[src/rtl/wl_pkg.sv]
// Shared types for the word link.
package wl_pkg;
    // Role taken at reset release.
    typedef enum logic {
        ROLE_RX = 1'b0,
        ROLE_TX = 1'b1
    } role_e;
endpackage

[src/rtl/wl_tx.sv]
// Serializer half of the word link.
// Captures a word on each strobe rising edge and sends it over W+GAP slots.
// Each slot takes two bit_en ticks: the clock is low in the first tick and
// high in the second, but only in data slots. A one-word buffer holds an
// early strobe.
// Assumes: strobe is synchronous to clk; bit_en is a single-cycle enable.
module wl_tx #(
    parameter int unsigned W   = 24,
    parameter int unsigned GAP = 2
) (
    input  logic         clk,
    input  logic         rst_n,
    input  logic         bit_en,
    input  logic         active,
    input  logic         strobe,
    input  logic [W-1:0] par_in,
    output logic         fwd_clk,
    output logic         ser_data,
    output logic         overflow
);
    localparam int unsigned SLOTS = W + GAP;
    localparam int unsigned SW    = $clog2(SLOTS);

    logic          stb_q;
    logic          busy;
    logic          ph;
    logic [SW-1:0] slot;
    logic [W-1:0]  cur;
    logic [W-1:0]  hold;
    logic          pend;
    logic          ovf;
    logic          stb_rise;
    logic          in_data;
    logic          frame_end;

    assign stb_rise  = active & strobe & ~stb_q;
    assign in_data   = busy & (slot < SW'(W));
    assign frame_end = busy & bit_en & ph & (slot == SW'(SLOTS - 1));
    assign fwd_clk   = in_data & ph;
    assign ser_data  = in_data & cur[0];
    assign overflow  = ovf;

    // Remember the previous strobe level for edge detection.
    always_ff @(posedge clk) begin
        if (!rst_n) stb_q <= 1'b0;
        else        stb_q <= strobe;
    end

    // Slot sequencing, word hand-over and strobe capture.
    always_ff @(posedge clk) begin
        if (!rst_n) begin
            busy <= 1'b0;
            ph   <= 1'b0;
            slot <= '0;
            cur  <= '0;
            hold <= '0;
            pend <= 1'b0;
            ovf  <= 1'b0;
        end else begin
            if (busy && bit_en) begin
                ph <= ~ph;
                if (ph) begin
                    cur <= cur >> 1;
                    if (slot == SW'(SLOTS - 1)) begin
                        slot <= '0;
                        if (pend) begin
                            cur  <= hold;
                            pend <= 1'b0;
                        end else begin
                            busy <= 1'b0;
                        end
                    end else begin
                        slot <= slot + SW'(1);
                    end
                end
            end
            if (stb_rise) begin
                if (!busy) begin
                    cur  <= par_in;
                    busy <= 1'b1;
                    slot <= '0;
                    ph   <= 1'b0;
                end else if (frame_end && !pend) begin
                    cur  <= par_in;
                    busy <= 1'b1;
                end else if (frame_end || !pend) begin
                    hold <= par_in;
                    pend <= 1'b1;
                end else begin
                    ovf <= 1'b1;
                end
            end
        end
    end

    AST_CLK_ONLY_DATA: assert property (@(posedge clk) disable iff (!rst_n)
        fwd_clk |-> (busy && slot < SW'(W)));
    AST_NO_OVERFLOW_CLEAR: assert property (@(posedge clk) disable iff (!rst_n)
        ovf |=> ovf);
    AST_PEND_BUSY: assert property (@(posedge clk) disable iff (!rst_n)
        pend |-> busy);
endmodule

[src/rtl/wl_rx.sv]
// Deserializer half of the word link.
// Shifts serial data in on each forwarded-clock rising edge. It treats
// 2*GAP+1 bit_en ticks without a rising edge as a word boundary, and
// publishes the word only if exactly W bits arrived since the last boundary.
// Assumes: fwd_clk and ser_data are synchronous to clk.
module wl_rx #(
    parameter int unsigned W   = 24,
    parameter int unsigned GAP = 2
) (
    input  logic         clk,
    input  logic         rst_n,
    input  logic         bit_en,
    input  logic         active,
    input  logic         fwd_clk,
    input  logic         ser_data,
    output logic [W-1:0] par_out,
    output logic         word_clk
);
    localparam int unsigned LIM = 2 * GAP + 1;
    localparam int unsigned GW  = $clog2(LIM + 1);
    localparam int unsigned CW  = $clog2(W + 2);

    logic          fq;
    logic          rise;
    logic [GW-1:0] gap;
    logic [CW-1:0] cnt;
    logic [W-1:0]  sh;
    logic          boundary;

    assign rise     = active & fwd_clk & ~fq;
    assign boundary = ~rise & bit_en & (gap == GW'(LIM - 1));

    // Track the forwarded clock level for edge detection.
    always_ff @(posedge clk) begin
        if (!rst_n) fq <= 1'b0;
        else        fq <= fwd_clk;
    end

    // Measure ticks since the last clock edge, saturating at the limit.
    always_ff @(posedge clk) begin
        if (!rst_n)                          gap <= GW'(LIM);
        else if (rise)                       gap <= '0;
        else if (bit_en && gap != GW'(LIM))  gap <= gap + GW'(1);
    end

    // Shift in data and count bits, saturating one past a full word.
    always_ff @(posedge clk) begin
        if (!rst_n) begin
            cnt <= '0;
            sh  <= '0;
        end else if (rise) begin
            sh <= {ser_data, sh[W-1:1]};
            if (cnt != CW'(W + 1)) cnt <= cnt + CW'(1);
        end else if (boundary) begin
            cnt <= '0;
        end
    end

    // Publish a full word at the boundary.
    always_ff @(posedge clk) begin
        if (!rst_n) begin
            par_out  <= '0;
            word_clk <= 1'b0;
        end else begin
            word_clk <= boundary && (cnt == CW'(W));
            if (boundary && cnt == CW'(W)) par_out <= sh;
        end
    end

    AST_WCLK_PULSE: assert property (@(posedge clk) disable iff (!rst_n)
        word_clk |=> !word_clk);
    AST_WCLK_AT_GAP: assert property (@(posedge clk) disable iff (!rst_n)
        word_clk |-> (gap == GW'(LIM) && cnt == '0));
endmodule

[src/rtl/wordlink.sv]
// Top of the word link: latches the role during reset and enables one half.
// Assumes: role_sel is stable in the last reset cycle.
module wordlink
    import wl_pkg::*;
#(
    parameter int unsigned W   = 24,
    parameter int unsigned GAP = 2
) (
    input  logic         clk,
    input  logic         rst_n,
    input  logic         bit_en,
    input  logic         role_sel,
    input  logic         strobe,
    input  logic [W-1:0] par_in,
    input  logic         fwd_clk_in,
    input  logic         ser_in,
    output logic         fwd_clk_out,
    output logic         ser_out,
    output logic [W-1:0] par_out,
    output logic         word_clk,
    output logic         overflow
);
    role_e role_q;
    logic  tx_act;
    logic  rx_act;

    // Follow the direction pin during reset, then hold it.
    always_ff @(posedge clk) begin
        if (!rst_n) role_q <= role_e'(role_sel);
    end

    assign tx_act = (role_q == ROLE_TX);
    assign rx_act = (role_q == ROLE_RX);

    wl_tx #(.W(W), .GAP(GAP)) u_tx (
        .clk      (clk),
        .rst_n    (rst_n),
        .bit_en   (bit_en),
        .active   (tx_act),
        .strobe   (strobe),
        .par_in   (par_in),
        .fwd_clk  (fwd_clk_out),
        .ser_data (ser_out),
        .overflow (overflow)
    );

    wl_rx #(.W(W), .GAP(GAP)) u_rx (
        .clk      (clk),
        .rst_n    (rst_n),
        .bit_en   (bit_en),
        .active   (rx_act),
        .fwd_clk  (fwd_clk_in),
        .ser_data (ser_in),
        .par_out  (par_out),
        .word_clk (word_clk)
    );

    AST_ROLE_HELD: assert property (@(posedge clk) disable iff (!rst_n)
        $past(rst_n) |-> $stable(role_q));
    AST_TX_NO_WCLK: assert property (@(posedge clk) disable iff (!rst_n)
        tx_act |-> !word_clk);
    AST_RX_QUIET: assert property (@(posedge clk) disable iff (!rst_n)
        rx_act |-> (!fwd_clk_out && !ser_out));
endmodule

[config.mk]
export PLATFORM = sky130hd
export DESIGN_NAME = wordlink
export DESIGN_NICKNAME = d
export VERILOG_FILES = /design/src/rtl/wl_pkg.sv /design/src/rtl/wl_tx.sv /design/src/rtl/wl_rx.sv /design/src/rtl/wordlink.sv
export SDC_FILE = /design/constraint.sdc
export NUM_CORES = 1
export LEC_CHECK = 0
export ABC_AREA = 1
export BUFFER_PORTS_ARGS = -buffer_cell sky130_fd_sc_hd__buf_2
export CORE_MARGIN = 5
export CORE_UTILIZATION = 30
export DETAILED_ROUTE_END_ITERATION = 7
export GPL_ROUTABILITY_DRIVEN = 0
export PLACE_DENSITY_LB_ADDON = 0.3
export SYNTH_ARGS = -nofsm -noshare
export SYNTH_HDL_FRONTEND = slang
export SYNTH_SLANG_ARGS = --single-unit
export TNS_END_PERCENT = 1
[constraint.sdc]
create_clock -name clk -period 6.1 [get_ports clk]
set_clock_uncertainty 0.2 [all_clocks]
set_input_delay 0.915 -clock clk [delete_from_list [all_inputs] [get_ports clk]]
set_output_delay 0.915 -clock clk [all_outputs]
set_load 0.05 [all_outputs]
==> flow_metrics.env <==
export IMPL_overflow=0
export IMPL_cp_arrival_ps=3040
export IMPL_die_area_sq_mm=0.0201
export IMPL_nets=790
export IMPL_setup_slack_ps=3200
export IMPL_yosysWarnings=0
export IMPL_hold_violations=0
export IMPL_total_power_mw=1.88
export IMPL_setup_tns_ps=0
export IMPL_antenna_found_initial=0
export IMPL_p_per_area_mw_per_mm2=306
export IMPL_ys_types=35
export IMPL_clock_fmax_mhz=344
export IMPL_ant_nets=0
export IMPL_hold_buffers=0
export IMPL_syn_inst=709
export IMPL_mappedNetlistArea_sq_mm=0.00520
export IMPL_status="finished clean"
export IMPL_endpoint_kind="flop"
export IMPL_grt_pass1_vias=4129
export IMPL_rows=48
export IMPL_instances_no_fill=986
export IMPL_dpl_cell_area_sq_mm=0.00556
export IMPL_routed_wl_um=11900
export IMPL_initial_core_util_pct=30.3
export IMPL_wl_per_cell_um=12.0
export IMPL_hold_slack_ps=245
export IMPL_hold_path_class="reg -> reg"
export IMPL_numCtsBuffers=17
export IMPL_io_pins=59
export IMPL_setup_violations=0
export IMPL_drt_first_iter_violations=287
export IMPL_dp_cells=954
export IMPL_crit_required_ps=6230
export IMPL_cts_tree="done"
export IMPL_vias_per_cell=4.43
export IMPL_critPathMaxFanout=80
export IMPL_stdcell_area_sq_mm=0.00613
export IMPL_final_cell_mix="116 x dfxtp_1, 106 x nand2_1, 98 x inv_1"
export IMPL_clockBufferDepth=2
export IMPL_die_x_um=142
export IMPL_criticalPathCategory="in -> reg"
export IMPL_fin_util_pct=35.7
export IMPL_avgSynthCellArea_sq_um=7.34
export IMPL_finalCritPeriodShare_pct=47.6
export IMPL_vias=4371
export IMPL_synth_yosys_seq_area_share_pct=45.2
export IMPL_numPortBuffers=58
export IMPL_ir_drop_v=0.000207
export IMPL_clk_pin_slew_ps=50
export IMPL_post_route_cells_drive_above_1_share_pct=15.2
export IMPL_cap_violations=0
export IMPL_final_max_slew_viol_count=0
export IMPL_track_usage_pct=12.4
export IMPL_cts_htree_levels=4
export IMPL_post_cts_buffers=0
export IMPL_final_common_cell="dfxtp_1"
export IMPL_grt_max_degree=81
export IMPL_syn_nets=751
export IMPL_clockRootBuffer="clkbuf_16"
export IMPL_period_minus_slack_ps=2900
export IMPL_dp_hpwl_um=7040
export IMPL_area_growth_pct=17.9
export IMPL_antenna_cells=0
export IMPL_worstSetupStartpointType="primary input"
export IMPL_relSlewSlack_pct=29.4
export IMPL_fillers=1871
export IMPL_dp_slack_ps=2740
export IMPL_drtPass1Iterations=5
export IMPL_leakage_nw=2.46
export IMPL_cts_resized=0
export IMPL_coreArea_sq_mm=0.0172
export IMPL_synth_seq_cells=117
export IMPL_drc_errors=0
export IMPL_rsz0062_at_grt="no"
export IMPL_clock_sinks=117
export IMPL_grt_pass1_wl_um=19900
export IMPL_die_height_um=142
export IMPL_clock_latency_ps=410
export IMPL_worst_pin_slew_ps=1060
-- layer usage --
metal | vias up | GRT usage (%) | share of wire, %
met5 | - | 0 | 0
met4 | 0 | 4.55 | 0.63
met3 | 7 | 4.25 | 3.3
met2 | 55 | 19.3 | 47
met1 | 1947 | 15.8 | 49
li1 | 2362 | - | -
-- power breakdown --
group	switching [mW]	total (mW)	internal [mW]
combinational	0.0821	0.126	0.0438
clock	0.360	0.953	0.593
sequential	0.00955	0.798	0.788
-- area by class of cell --
| type | instances | area, sq um | area share, % |
|---|---|---|---|
| Sequential cell | 117 | 2350 | 38.4 |
| Multi-Input combinational cell | 448 | 2220 | 36.2 |
| Clock buffer | 22 | 474 | 7.73 |
| Inverter | 101 | 380 | 6.20 |
| Timing Repair Buffer | 63 | 328 | 5.34 |
| Tap cell | 225 | 282 | 4.59 |
| Clock inverter | 10 | 98.8 | 1.61 |
-- Yosys cell counts (all sizes together) --
library cell  instances  area [sq um]
xnor2                 1          8.76
and3                  1          6.26
nand2               107           409
nand4                 7          43.8
nand3                60           310
ha                   11           138
dfxtp               116          2320
a21oi                81           443
nor3                  1          5.00
clkinv                1          5.00
a22oi                 2          15.0
o21ai               100           504
or2                   1          8.76
o211ai                1          7.51
clkbuf               16          66.3
buf                  27           186
nor2                 72           298
edfxtp                1          30.0
inv                 100           375
xor2                  1          8.76
a31oi                 2          12.5
-- cells by family after synthesis --
family	count (synthesis)	synth area share, %
and+or+nand+nor	249	20.8
AOI/OAI and AO/OA	186	18.9
buffers and inverters	144	12.2
DFF	117	45.2
adders and majority gates	11	2.64
xor gates and xnor gates	2	0.337
-- worst max-delay path: stages --
cell     delay, ps
buf_2           80
buf_4          560
inv_1          680
a21oi_1        450
inv_1          120
nor3_1         180
-- flip-flops by register name, summed over array words and instances (netlist names) --
register       flops
u_rx.fq            1
u_tx.busy          1
role_q             1
u_rx.gap           3
u_rx.cnt           5
u_tx.pend          1
u_tx.ph            1
u_rx.par_out      24
u_tx.hold         24
u_tx.overflow      1
u_tx.slot          5
u_tx.stb_q         1
u_tx.cur          24
u_rx.word_clk      1
u_rx.sh           24
-- path summary, 6_finish.rpt --
check	start	cells past startpoint	to	slack, ps
setup / recovery	rst_n	6	u_tx.slot[0]	3200
setup reg to reg	u_tx.slot[0]	9	u_tx.hold[17]	3320
hold / removal	u_tx.hold[23]	2	u_tx.hold[23]	240
hold reg to reg	u_tx.hold[23]	2	u_tx.hold[23]	240
Power figures use the tool's default switching activity.
